### config.mk
export PLATFORM = sky130hd
export DESIGN_NAME = bus_regxcvr
export DESIGN_NICKNAME = d
export VERILOG_FILES = /design/src/rtl/regxcvr_pkg.sv /design/src/rtl/sync_pipe.sv /design/src/rtl/xfer_stage.sv /design/src/rtl/dir_path.sv /design/src/rtl/clk_loop.sv /design/src/rtl/bus_regxcvr.sv
export SDC_FILE = /design/constraint.sdc
export NUM_CORES = 1
export LEC_CHECK = 0
export BUFFER_PORTS_ARGS = -buffer_cell sky130_fd_sc_hd__buf_2
export CAP_MARGIN = 20
export CELL_PAD_IN_SITES_DETAIL_PLACEMENT = 1
export CELL_PAD_IN_SITES_GLOBAL_PLACEMENT = 2
export CORE_ASPECT_RATIO = 1.25
export CORE_MARGIN = 2
export CORE_UTILIZATION = 31
export CTS_CLUSTER_DIAMETER = 100
export DETAILED_ROUTE_END_ITERATION = 6
export GPL_TIMING_DRIVEN = 0
export PLACE_DENSITY_LB_ADDON = 0.1
export RECOVER_POWER = 25
export SYNTH_ARGS = -nofsm -noshare
export SYNTH_HDL_FRONTEND = slang
export SYNTH_SLANG_ARGS = --single-unit
### constraint.sdc
create_clock -name clk -period 1.01 [get_ports clk]
set_input_delay 0.0505 -clock clk [delete_from_list [all_inputs] [get_ports clk]]
set_output_delay 0.0505 -clock clk [all_outputs]
set_load 0.03 [all_outputs]
### src/rtl/regxcvr_pkg.sv
package regxcvr_pkg;
  typedef struct packed {
    logic le;
    logic ce_n;
    logic stb;
  } dir_ctl_t;

  localparam int CTL_W = $bits(dir_ctl_t);
endpackage

### src/rtl/sync_pipe.sv
module sync_pipe #(
  parameter int W      = 1,
  parameter int STAGES = 2
) (
  input  logic         clk,
  input  logic         rst,
  input  logic [W-1:0] d,
  output logic [W-1:0] q
);
  logic [W-1:0] chain [STAGES];

  for (genvar g = 0; g < STAGES; g++) begin : g_stage
    if (g == 0) begin : g_first
      always_ff @(posedge clk) begin
        if (rst) chain[g] <= '0;
        else     chain[g] <= d;
      end
    end else begin : g_rest
      always_ff @(posedge clk) begin
        if (rst) chain[g] <= '0;
        else     chain[g] <= chain[g-1];
      end
    end
  end

  assign q = chain[STAGES-1];
endmodule

### src/rtl/xfer_stage.sv
module xfer_stage
  import regxcvr_pkg::*;
#(
  parameter int W = 17
) (
  input  logic         clk,
  input  logic         rst,
  input  logic [W-1:0] d_s,
  input  dir_ctl_t     ctl_s,
  input  logic         oe_n,
  output logic [W-1:0] q,
  output logic         drv,
  output logic         le_prev,
  output logic         stb_prev
);
  logic le_fall;
  logic stb_rise_load;

  // Edges are found by comparing the current synchronized sample with the previous one.
  assign le_fall       = le_prev & ~ctl_s.le;
  assign stb_rise_load = ctl_s.stb & ~stb_prev & ~ctl_s.ce_n;

  always_ff @(posedge clk) begin
    if (rst) begin
      q        <= '0;
      drv      <= 1'b0;
      le_prev  <= 1'b0;
      stb_prev <= 1'b0;
    end else begin
      le_prev  <= ctl_s.le;
      stb_prev <= ctl_s.stb;
      drv      <= ~oe_n;
      if (ctl_s.le || le_fall || stb_rise_load) q <= d_s;
    end
  end
endmodule

### src/rtl/dir_path.sv
module dir_path
  import regxcvr_pkg::*;
#(
  parameter int W      = 17,
  parameter int STAGES = 2
) (
  input  logic         clk,
  input  logic         rst,
  input  logic [W-1:0] d_i,
  input  dir_ctl_t     ctl_i,
  input  logic         oe_n_i,
  output logic [W-1:0] q_o,
  output logic         drv_o,
  output logic [W-1:0] d_s_o,
  output dir_ctl_t     ctl_s_o,
  output logic         le_prev_o,
  output logic         stb_prev_o
);
  logic [CTL_W-1:0] ctl_bits;

  sync_pipe #(.W(W), .STAGES(STAGES)) u_dsync (
    .clk (clk),
    .rst (rst),
    .d   (d_i),
    .q   (d_s_o)
  );

  sync_pipe #(.W(CTL_W), .STAGES(STAGES)) u_csync (
    .clk (clk),
    .rst (rst),
    .d   (ctl_i),
    .q   (ctl_bits)
  );

  assign ctl_s_o = dir_ctl_t'(ctl_bits);

  xfer_stage #(.W(W)) u_stage (
    .clk      (clk),
    .rst      (rst),
    .d_s      (d_s_o),
    .ctl_s    (ctl_s_o),
    .oe_n     (oe_n_i),
    .q        (q_o),
    .drv      (drv_o),
    .le_prev  (le_prev_o),
    .stb_prev (stb_prev_o)
  );
endmodule

### src/rtl/clk_loop.sv
module clk_loop (
  input  logic clk,
  input  logic rst,
  input  logic stb_s,
  input  logic ab_oe_n,
  input  logic ba_oe_n,
  output logic clk_b,
  output logic clk_b_drv,
  output logic clk_a,
  output logic clk_a_drv
);
  always_ff @(posedge clk) begin
    if (rst) begin
      clk_b     <= 1'b0;
      clk_b_drv <= 1'b0;
      clk_a     <= 1'b0;
      clk_a_drv <= 1'b0;
    end else begin
      clk_b     <= stb_s;
      clk_b_drv <= ~ab_oe_n;
      clk_a     <= clk_b;
      clk_a_drv <= ~ba_oe_n;
    end
  end
endmodule

### src/rtl/bus_regxcvr.sv
module bus_regxcvr
  import regxcvr_pkg::*;
#(
  parameter int WIDTH       = 17,
  parameter int SYNC_STAGES = 2
) (
  input  logic             clk,
  input  logic             rst,
  input  logic [WIDTH-1:0] a_data_i,
  input  logic             ab_le_i,
  input  logic             ab_ce_n_i,
  input  logic             ab_stb_i,
  input  logic             ab_oe_n_i,
  input  logic [WIDTH-1:0] b_data_i,
  input  logic             ba_le_i,
  input  logic             ba_ce_n_i,
  input  logic             ba_stb_i,
  input  logic             ba_oe_n_i,
  output logic [WIDTH-1:0] b_data_o,
  output logic             b_drv_o,
  output logic [WIDTH-1:0] a_data_o,
  output logic             a_drv_o,
  output logic             clk_b_o,
  output logic             clk_b_drv_o,
  output logic             clk_a_o,
  output logic             clk_a_drv_o,
  output logic             both_drv_seen_o
);
  dir_ctl_t         ab_ctl, ba_ctl, ab_ctl_s, ba_ctl_s;
  logic [WIDTH-1:0] ab_d_s, ba_d_s;
  logic             ab_le_prev, ab_stb_prev, ba_le_prev, ba_stb_prev;
  logic             flag_q;

  assign ab_ctl = '{le: ab_le_i, ce_n: ab_ce_n_i, stb: ab_stb_i};
  assign ba_ctl = '{le: ba_le_i, ce_n: ba_ce_n_i, stb: ba_stb_i};

  dir_path #(.W(WIDTH), .STAGES(SYNC_STAGES)) u_ab (
    .clk        (clk),
    .rst        (rst),
    .d_i        (a_data_i),
    .ctl_i      (ab_ctl),
    .oe_n_i     (ab_oe_n_i),
    .q_o        (b_data_o),
    .drv_o      (b_drv_o),
    .d_s_o      (ab_d_s),
    .ctl_s_o    (ab_ctl_s),
    .le_prev_o  (ab_le_prev),
    .stb_prev_o (ab_stb_prev)
  );

  dir_path #(.W(WIDTH), .STAGES(SYNC_STAGES)) u_ba (
    .clk        (clk),
    .rst        (rst),
    .d_i        (b_data_i),
    .ctl_i      (ba_ctl),
    .oe_n_i     (ba_oe_n_i),
    .q_o        (a_data_o),
    .drv_o      (a_drv_o),
    .d_s_o      (ba_d_s),
    .ctl_s_o    (ba_ctl_s),
    .le_prev_o  (ba_le_prev),
    .stb_prev_o (ba_stb_prev)
  );

  clk_loop u_clk (
    .clk       (clk),
    .rst       (rst),
    .stb_s     (ab_ctl_s.stb),
    .ab_oe_n   (ab_oe_n_i),
    .ba_oe_n   (ba_oe_n_i),
    .clk_b     (clk_b_o),
    .clk_b_drv (clk_b_drv_o),
    .clk_a     (clk_a_o),
    .clk_a_drv (clk_a_drv_o)
  );

  always_ff @(posedge clk) begin
    if (rst)                           flag_q <= 1'b0;
    else if (!ab_oe_n_i && !ba_oe_n_i) flag_q <= 1'b1;
  end

  assign both_drv_seen_o = flag_q;
endmodule

==> flow_metrics.tcl, run 1 <==
set metrics [dict create \
    status "finished, violations left" \
    violations "setup timing" \
    antenna_cell_count 0 \
    syn2layout_area_growth_pct 47.2 \
    total_leakage_power_nw 2.51 \
    synth-xor-area-share_pct 0 \
    detail_routed_net_length_per_standard_cell_um 12.5 \
    fin_worst_hold_slack_ps 32.9 \
    max_slew_margin_pct 65.6 \
    netlist_top_cells_area "dfxtp_1 62%, nor2b_1 13%, nand2b_1 11%" \
    dr_total_vias 2679 \
    wire_length_reported_by_the_detailed_router_um 8360 \
    crit_path_end "u_ba.u_stage.q[3]" \
    final_cells 668 \
    max-clock-path-buffers 2 \
    crit_path_max_incr_delay_ps 320 \
    path_cells "nor2_2 > a211oi_2 > buf_6 > buf_12 > mux2i_1" \
    drive_above_1_share_pct 25.8 \
    grt_max_degree 17 \
    count_of_final_setup_violators 34 \
    track_usage_pct 12.8 \
    synthArstFlopShare_pct 0 \
    clkSinkCount 122 \
    standard_cell_with_the_maximum_stage_delay_on_the_critical_path "dfxtp_2" \
    power_frac_seq_pct 41.7 \
    fillCellCount 1399 \
    synth_area_leader "dfxtp_1" \
    cts_max_level 4 \
    cts-buffers-inserted 17 \
    tritoncts "done" \
    per_cell_via_count_in_the_routed_design 4.01 \
    detailed_place_hpwl_um 5410 \
    worst_setup_hold_path_clk_slew_ps 50 \
    timing.rr.start "u_ba.u_stage.stb_prev" \
    cp-end-kind "flip-flop" \
    synth_edf_count 0 \
    worstHoldPathType "in -> reg" \
    power-per-cell-area_nw_per_um2 2100 \
    total_global_routing_overflow 0 \
    synth_common_cells "122 x dfxtp_1, 84 x nor2b_1, 68 x nand2b_1" \
    fmax_mhz 872 \
    muxShareOfSynthArea_pct 8.64 \
    synth_top_area_share_pct 62.0 \
    internal_power_w 0.00970 \
    highest_ir_drop_seen_on_vdd_mv 0.957 \
    grt_first_pass_wirelength_um 13100 \
    clk_latency_ps 410 \
    syn_inst 341 \
    fp-row-count 46 \
    synth-main-ff-cell "dfxtp_1" \
    synth.ff_latch_count 122 \
    drcViolationCount 0 \
    fp.dieH_um 130 \
    core_area_um2 12500 \
    worst-r2r-setup-slack_ps -140 \
    finalWorstPathRequiredPeriod_ps 1150 \
    place_congestion 0.684 \
    syn-cell-area_um2 3940 \
    multi_input_area_um2 1360 \
    port-buffer-count 83 \
    critPathMaxFanout 7 \
    rsz0062_at_grt "yes" \
    power.switching_fraction_pct 20.3 \
    clock_skew_ps 7.36 \
    worstMarginPinSlew_ps 515 \
    finalCritPeriodShare_pct 114 \
    rr_endpoint "u_ba.u_stage.q[3]" \
    firstDrtPassIters 4 \
    synth.net_count 385 \
    synth-compound-area-share_pct 0.636 \
    start_util_pct 31.4 \
    max_capacitance_violation_count 0 \
    clkPwrFrac_pct 50.9 \
    sequential_area_share_after_synthesis_pct 62.0 \
    floorplan.die_area_um2 13600 \
    place_inst 592 \
    finalHoldViolCount 0 \
    synth_most_common_cell "dfxtp_1" \
    finish.instance_area_um2 5790 \
    post_synth_and_or_nand_nor_area_fraction_pct 25.0 \
    crit_path_kind "reg -> reg" \
    ys.warnings.count 0 \
    combinationalPowerShare_pct 7.4 \
    ctsRootBufferMaster "clkbuf_16" \
    count_of_nets_after_finishing 531 \
    p_sw_w 0.00247 \
    chipWidth_um 105 \
    report.final.slew_viol_count 0 \
    synth_top_family_by_area "simple AND/OR/NAND/NOR gates" \
    critPathLaunch "u_ba.u_stage.stb_prev" \
    postLayoutCoreUtil_pct 46.2 \
    worstPathRequired_ps 1330 \
    antenna_viol_nets_final 0 \
    yosysUniqueCellTypes 13 \
    placement.cell_area_um2 4570 \
    ios 85 \
    first_global_vias 2710 \
    number_of_antenna_violations_at_the_first_check_in_global_routing 0 \
    place_worst_setup_slack_ps -217 \
    critical_path.startpoint_type "flip-flop" \
    sequential_cell_area_um2 2450 \
    data_arrival_time_at_the_worst_slack_endpoint_ps 1470 \
    fin_ws_ps -137 \
    synth.avg_cell_area_um2 11.5 \
    synth-adder-area-share_pct 0 \
    depth_of_the_most_critical_reg_to_reg_path 5 \
    drt_iter0_markers 42 \
]
cell families (layout without fill, tap and decap cells):
group / Yosys count / count (layout)
simple gates: 160 / 160
mux: 34 / 34
buf+inv: 23 / 182
flops: 122 / 122
compound gates: 2 / 2
worst max-delay path, delay by kind of cell, from the launching register on:
kind	cells	cell delay (ps)
multiplexers	1	180
flip-flops	1	320
buffers and inverters	2	300
AND/OR/NAND/NOR	1	30
AO/OA/AOI/OAI	1	230
power by group through the flow:
stage          registers [W]  logic (W)  clock network [W]
2_1_floorplan        0.00523   0.000397                  0
3_3_place_gp         0.00516   0.000692                  0
3_5_place_dp         0.00517   0.000704                  0
4_1_cts              0.00507   0.000892            0.00633
5_1_grt              0.00509   0.000982            0.00659
6_report             0.00507   0.000901            0.00620
how the worst min path moves through the flow:
stage / depth (start not counted) / slack (ps) / endpoint / start
after floorplan: 1 / 120 / u_ba.u_stage.drv / ba_oe_n_i
after global placement: 2 / 220 / u_clk.clk_b_drv / ab_oe_n_i
after detailed placement: 2 / 220 / u_clk.clk_b_drv / ab_oe_n_i
after CTS: 2 / 30 / u_clk.clk_b_drv / rst
after global routing: 2 / 60 / both_drv_seen_o / rst
final: 2 / 30 / u_clk.clk_b_drv / rst
registers in the layout (all words and copies together), names as in the netlist:
| signal | flops |
|---|---|
| u_ba.u_csync.chain | 6 |
| u_ba.u_stage.stb_prev | 1 |
| u_ba.u_stage.le_prev | 1 |
| u_ba.u_stage.q | 17 |
| u_clk.clk_a | 1 |
| u_ab.u_stage.q | 17 |
| u_clk.clk_b | 1 |
| u_ba.u_dsync.chain | 34 |
| u_clk.clk_b_drv | 1 |
| u_ba.u_stage.drv | 1 |
| both_drv_seen_o | 1 |
| u_ab.u_stage.le_prev | 1 |
| u_ab.u_csync.chain | 6 |
| u_ab.u_dsync.chain | 34 |
per-stage QoR:
stage	power, W	setup TNS [ps]
detailed placement	0.00587	-3820
global placement	0.00585	-3260
global route	0.0127	-5960
finish	0.0122	-3720
CTS	0.0123	-3570
floorplan	0.00563	-1960
layer usage:
| metal | GRT usage (%) | vias up | share of wire (%) |
|---|---|---|---|
| met1 | 13.8 | 1254 | 42 |
| met2 | 22.2 | 60 | 52 |
| met4 | 6.59 | 0 | 1.7 |
| li1 | - | 1350 | - |
| met5 | 0 | - | 0 |
| met3 | 4.65 | 15 | 4.1 |
layout by cell type (no fill, tap or decap):
cell type      instances
a211oi_2               2
buf_12                 4
buf_16                 1
buf_2                 45
buf_4                 26
buf_6                  8
bufinv_16              4
clkbuf_1              24
clkbuf_16             18
clkbuf_4               5
clkbuf_8               1
clkinv_2               3
clkinvlp_4             1
dfxtp_1              114
dfxtp_2                7
dfxtp_4                1
dlygate4sd3_1         42
mux2i_1               34
nand2b_1              68
nor2_1                 5
nor2_2                 2
nor2b_1               84
nor2b_2                1
final cells by class:
class / instances / area share, %
clock inverters: 8 / 2.46
repair buffers: 129 / 18.0
well taps: 168 / 3.63
plain buffers: 21 / 2.18
flip-flops and latches: 122 / 42.4
clock buffers: 24 / 7.97
multi-input cells: 196 / 23.4
what timing repair did:
item / CTS / global route
endpoints found under the setup margin: 49 / 61
hold buffers: 42 / 0
endpoints found under the hold margin: 43 / 0
gates cloned: 1 / 1
pin swaps: 0 / 2
buffers inserted: 2 / 0
resized for setup: 20 / 50
No activity file was read; power rests on OpenSTA's default activity.
==> run 2: changes to the inputs <==
Settings changed: REMOVE_ABC_BUFFERS from default to 1, SETUP_SLACK_MARGIN from default to 0.15.
==> flow_metrics.tcl, run 2 (synthesis gave the netlist of run 1 again) <==
set metrics [dict create \
    fillCellCount 1339 \
    data_arrival_time_at_the_worst_slack_endpoint_ps 1480 \
    finalCritPeriodShare_pct 115 \
    track_usage_pct 11.8 \
    p_sw_w 0.00242 \
    dr_total_vias 2666 \
    start_util_pct 31.4 \
    cp-end-kind "flip-flop" \
    worst-r2r-setup-slack_ps -150 \
    place_inst 573 \
    syn2layout_area_growth_pct 54.1 \
    worstMarginPinSlew_ps 611 \
    leading_cell_type_in_the_layout_fill_and_taps_excluded "nor2b_1" \
    drive_above_1_share_pct 37.6 \
    ctsRootBufferMaster "clkbuf_16" \
    drt_iter0_markers 60 \
    clkPwrFrac_pct 49.6 \
    internal_power_w 0.00947 \
    max_slew_margin_pct 59.3 \
    timing.critical_path.depth 5 \
    count_of_nets_after_finishing 535 \
    final_cell_mix "84 x nor2b_1, 80 x dfxtp_1, 68 x nand2b_1" \
    worstPathRequired_ps 1330 \
    power-per-cell-area_nw_per_um2 1960 \
    number_of_antenna_violations_at_the_first_check_in_global_routing 0 \
    cts_max_level 4 \
    ios 85 \
    max-clock-path-buffers 2 \
    grt_first_pass_wirelength_um 12600 \
    finalWorstPathRequiredPeriod_ps 1160 \
    detailed_place_hpwl_um 4110 \
    sequential_cell_area_um2 2490 \
    finalHoldViolCount 0 \
    status "finished, violations left" \
    max_capacitance_violation_count 0 \
    fp.dieH_um 130 \
    worst_setup_hold_path_clk_slew_ps 60 \
    critical_path.startpoint_type "flip-flop" \
    depth_of_the_most_critical_reg_to_reg_path 5 \
    multi_input_area_um2 1370 \
    core_area_um2 12500 \
    antenna_cell_count 0 \
    min_path_cells 2 \
    rr_endpoint "u_ab.u_stage.q[1]" \
    floorplan.die_area_um2 13600 \
    final_cells 670 \
    crit_path_kind "reg -> reg" \
    path_cells "nor2_2 > a211oi_4 > buf_6 > buf_8 > mux2i_1" \
    violations "setup timing" \
    worstHoldStart "rst" \
    fmax_mhz 862 \
    total_global_routing_overflow 0 \
    highest_ir_drop_seen_on_vdd_mv 1.06 \
    standard_cell_with_the_maximum_stage_delay_on_the_critical_path "dfxtp_2" \
    per_cell_via_count_in_the_routed_design 3.98 \
    clock_skew_ps 6.36 \
    tritoncts "done" \
    place_congestion 0.620 \
    worst_path_buf_inv 2 \
    detail_routed_net_length_per_standard_cell_um 11.0 \
    drcViolationCount 0 \
    path_delay_family "flip-flops" \
    worstHoldPathType "in -> reg" \
    wire_length_reported_by_the_detailed_router_um 7380 \
    firstDrtPassIters 4 \
    total_leakage_power_nw 2.65 \
    fin_ws_ps -151 \
    rsz0062_at_grt "yes" \
    crit_path_max_incr_delay_ps 330 \
    min_delay_worst_endpoint "u_ab.u_dsync.chain[0][16]" \
    antenna_viol_nets_final 0 \
    fin_worst_hold_slack_ps 258 \
    placement.cell_area_um2 4510 \
    chipWidth_um 105 \
    power_frac_seq_pct 42.8 \
    finish.instance_area_um2 6070 \
    report.final.slew_viol_count 0 \
    combinationalPowerShare_pct 7.6 \
    power.switching_fraction_pct 20.4 \
    critPathMaxFanout 6 \
    fp-row-count 46 \
    port-buffer-count 84 \
    count_of_final_setup_violators 35 \
    timing.rr.start "u_clk.clk_b" \
    cts-buffers-inserted 17 \
    first_global_vias 2660 \
    clkSinkCount 122 \
    top_regs "u_ab.u_dsync.chain x34, u_ba.u_dsync.chain x34" \
    grt_max_degree 92 \
    clk_latency_ps 400 \
]
## run 2: cell count changes in the layout (fill, tap and decap cells not counted), moves of 6 or more
| cell | before | now |
|---|---|---|
| buf_6 | 8 | 43 |
| clkbuf_1 | 24 | 0 |
| dfxtp_1 | 114 | 80 |
| buf_4 | 26 | 20 |
| dfxtp_2 | 7 | 42 |
## run 2: worst max path at each step
stage | start | slack, ps | end
finish | u_clk.clk_b | -150 | u_ab.u_stage.q[1]
global route | u_clk.clk_b | -220 | u_ab.u_stage.q[5]
CTS | u_clk.clk_b | -120 | u_ab.u_stage.q[9]
detailed placement | u_clk.clk_b | -600 | u_ab.u_stage.q[13]
global placement | u_clk.clk_b | -1430 | u_ab.u_stage.q[11]
floorplan | u_clk.clk_b | -1030 | u_ab.u_stage.q[0]
## run 2: final cells by class
cell class                      instances  share of cell area (%)
Clock buffer                           22                    8.14
Clock inverter                          8                    1.53
Multi-Input combinational cell        196                    22.6
Sequential cell                       122                    41.1
Tap cell                              168                    3.46
Timing Repair Buffer                  154                    23.2
## run 2: worst register-to-register path, delay by kind of cell (launching register included)
kind | cells | cell delay, ps
DFF | 1 | 330
AOI/OAI and AO/OA | 1 | 230
buffers and inverters | 2 | 280
muxes | 1 | 190
and+or+nand+nor | 1 | 50
## run 2: per-stage QoR
stage | worst slack, ps | power [W] | utilization, % | setup TNS, ps
floorplan | -1030 | 0.00552 | - | -30280
global placement | -1430 | 0.00577 | 35.3 | -137130
detailed placement | -598 | 0.00582 | 36.0 | -24010
CTS | -124 | 0.0121 | 47.6 | -3760
global route | -221 | 0.0124 | 48.4 | -6000
finish | -151 | 0.0119 | 48.4 | -3810
## run 2: power groups by stage
stage	logic [W]	registers [W]	clock network, W
CTS	0.000910	0.00508	0.00610
detailed placement	0.000654	0.00517	0
global placement	0.000612	0.00516	0
global route	0.000994	0.00510	0.00632
floorplan	0.000278	0.00524	0
finish	0.000908	0.00509	0.00590
## run 2: timing repair
action,4_1_cts,5_1_grt
hold endpoints to repair,43,0
buffers inserted,13,11
gates cloned,1,0
hold buffers,42,0
pin swaps,2,0
gates resized for setup,124,7
setup endpoints to repair,75,75
## run 2: per-layer routing
metal / GRT usage [%] / wire [um]
met1: 13.1 / 3130
met4: 6.35 / 125
met2: 19.9 / 3760
met5: 0 / 0
met3: 4.30 / 367
==> run 3: changes to the inputs <==
Settings changed: CTS_CLUSTER_SIZE from default to 20, PLACE_DENSITY from default to 0.81, PLACE_DENSITY_LB_ADDON 0.1 to default.
==> flow_metrics.tcl, run 3 (synthesis gave the netlist of run 1 again) <==
set metrics [dict create \
    status "finished, violations left" \
    violations "setup timing" \
    antenna_cell_count 0 \
    final_cells 681 \
    clk_latency_ps 400 \
    max-clock-path-buffers 2 \
    max_slew_margin_pct 64.3 \
    cts-buffers-inserted 17 \
    firstDrtPassIters 4 \
    worstHoldPathType "in -> reg" \
    chipWidth_um 105 \
    cts_max_level 4 \
    critPathLaunch "u_clk.clk_b" \
    fmax_mhz 809 \
    worstPathRequired_ps 1330 \
    final_cell_mix "84 x nor2b_1, 81 x dfxtp_1, 68 x nand2b_1" \
    cp-end-kind "flip-flop" \
    place_congestion 0.647 \
    met3RoutedLength_um 290 \
    core_area_um2 12500 \
    clkSinkCount 122 \
    dr_total_vias 2709 \
    fp.dieH_um 130 \
    top_regs "u_ab.u_dsync.chain x34, u_ba.u_dsync.chain x34" \
    syn2layout_area_growth_pct 56.8 \
    grt_max_degree 105 \
    track_usage_pct 12.3 \
    rsz0062_at_grt "yes" \
    clock_skew_ps 8.47 \
    start_util_pct 31.4 \
    worst-r2r-setup-slack_ps -230 \
    data_arrival_time_at_the_worst_slack_endpoint_ps 1560 \
    dr.max_layer_used "met4" \
    worst_setup_hold_path_clk_slew_ps 50 \
    finalHoldViolCount 0 \
    drcViolationCount 0 \
    finalCritPeriodShare_pct 122 \
    crit_path_kind "reg -> reg" \
    count_of_final_setup_violators 35 \
    worstHoldStart "rst" \
    detail_routed_net_length_per_standard_cell_um 12.5 \
    postLayoutCoreUtil_pct 49.2 \
    drt_iter0_markers 50 \
    critPathMaxFanout 7 \
    fillCellCount 1348 \
    count_of_nets_after_finishing 544 \
    report.final.slew_viol_count 0 \
    critical_path.startpoint_type "flip-flop" \
    power-per-cell-area_nw_per_um2 1990 \
    met2_length_um 4710 \
    ctsRootBufferMaster "clkbuf_16" \
    fp-row-count 46 \
    detailed_place_hpwl_um 4360 \
    number_of_antenna_violations_at_the_first_check_in_global_routing 0 \
    fin_ws_ps -226 \
    ios 85 \
    place_inst 573 \
    finalWorstPathRequiredPeriod_ps 1240 \
    antenna_viol_nets_final 0 \
    port-buffer-count 84 \
    floorplan.die_area_um2 13600 \
    max_capacitance_violation_count 0 \
    grt_first_pass_wirelength_um 13000 \
    total_leakage_power_nw 2.71 \
    wire_length_reported_by_the_detailed_router_um 8480 \
    highest_ir_drop_seen_on_vdd_mv 1.09 \
    leading_cell_type_in_the_layout_fill_and_taps_excluded "nor2b_1" \
    detail_route.wirelength.met1_um 3360 \
    first_global_vias 2811 \
    worstMarginPinSlew_ps 535 \
    total_global_routing_overflow 0 \
    p_total_w 0.0123 \
    per_cell_via_count_in_the_routed_design 3.98 \
    drive_above_1_share_pct 38.4 \
    tritoncts "done" \
    timing.rr.start "u_clk.clk_b" \
]
[run 3: cell count changes in the layout (fill, tap and decap cells not counted), sizes merged]
| cell | previous run | this run |
|---|---|---|
| buf | 111 | 118 |
| bufinv | 2 | 4 |
| clkinv | 5 | 6 |
| clkinvlp | 1 | 2 |
[run 3: area by class of cell]
cell class,instances,area [um^2],area share (%)
clock buffer,20,447,7.23
clock inverter,12,173,2.80
multi-input combinational,196,1380,22.3
sequential,122,2490,40.4
tap,168,210,3.40
timing repair buffer,163,1480,23.9
[run 3: timing repair]
action	CTS	global route
hold buffers	42	0
pin swaps	2	3
setup endpoints to repair	75	75
setup buffers	18	14
cloned	1	1
endpoints found under the hold margin	43	0
gates resized for setup	128	6
[run 3: final timing paths]
check	to	depth (start not counted)
worst max-delay path	u_ab.u_stage.q[7]	5
worst min-delay path	u_ab.u_csync.chain[0][2]	2
worst max register to register	u_ab.u_stage.q[7]	5
worst min register to register	u_ba.u_dsync.chain[1][16]	1
[run 3: stage by stage]
stage / setup slack (ps) / hold slack, ps / setup TNS, ps / cell area, um^2
2_1_floorplan: -1030 / 116 / -30280 / 3790
3_3_place_gp: -1330 / 218 / -130220 / 4420
3_5_place_dp: -498 / 227 / -16880 / 4500
4_1_cts: -186 / 82.6 / -4550 / 6040
5_1_grt: -294 / 227 / -9530 / 6180
6_report: -226 / 187 / -5680 / 6180
[run 3: layer usage]
metal	GRT usage, %	up-vias
li1	-	1370
met5	0	-
met1	12.4	1276
met2	22.6	55
met3	4.25	8
met4	6.12	0
[run 3: worst max-delay path, stage by stage, from the launching register on]
cell and delay (ps):
dfxtp_2 350, nor2_4 40, a211oi_4 270, buf_12 160, buf_12 120, mux2i_1 200
[run 3: power breakdown]
part           total, W  internal [W]  switching (W)
Clock           0.00627       0.00418        0.00209
Combinational  0.000945      0.000562       0.000383
Sequential      0.00509       0.00502      0.0000722
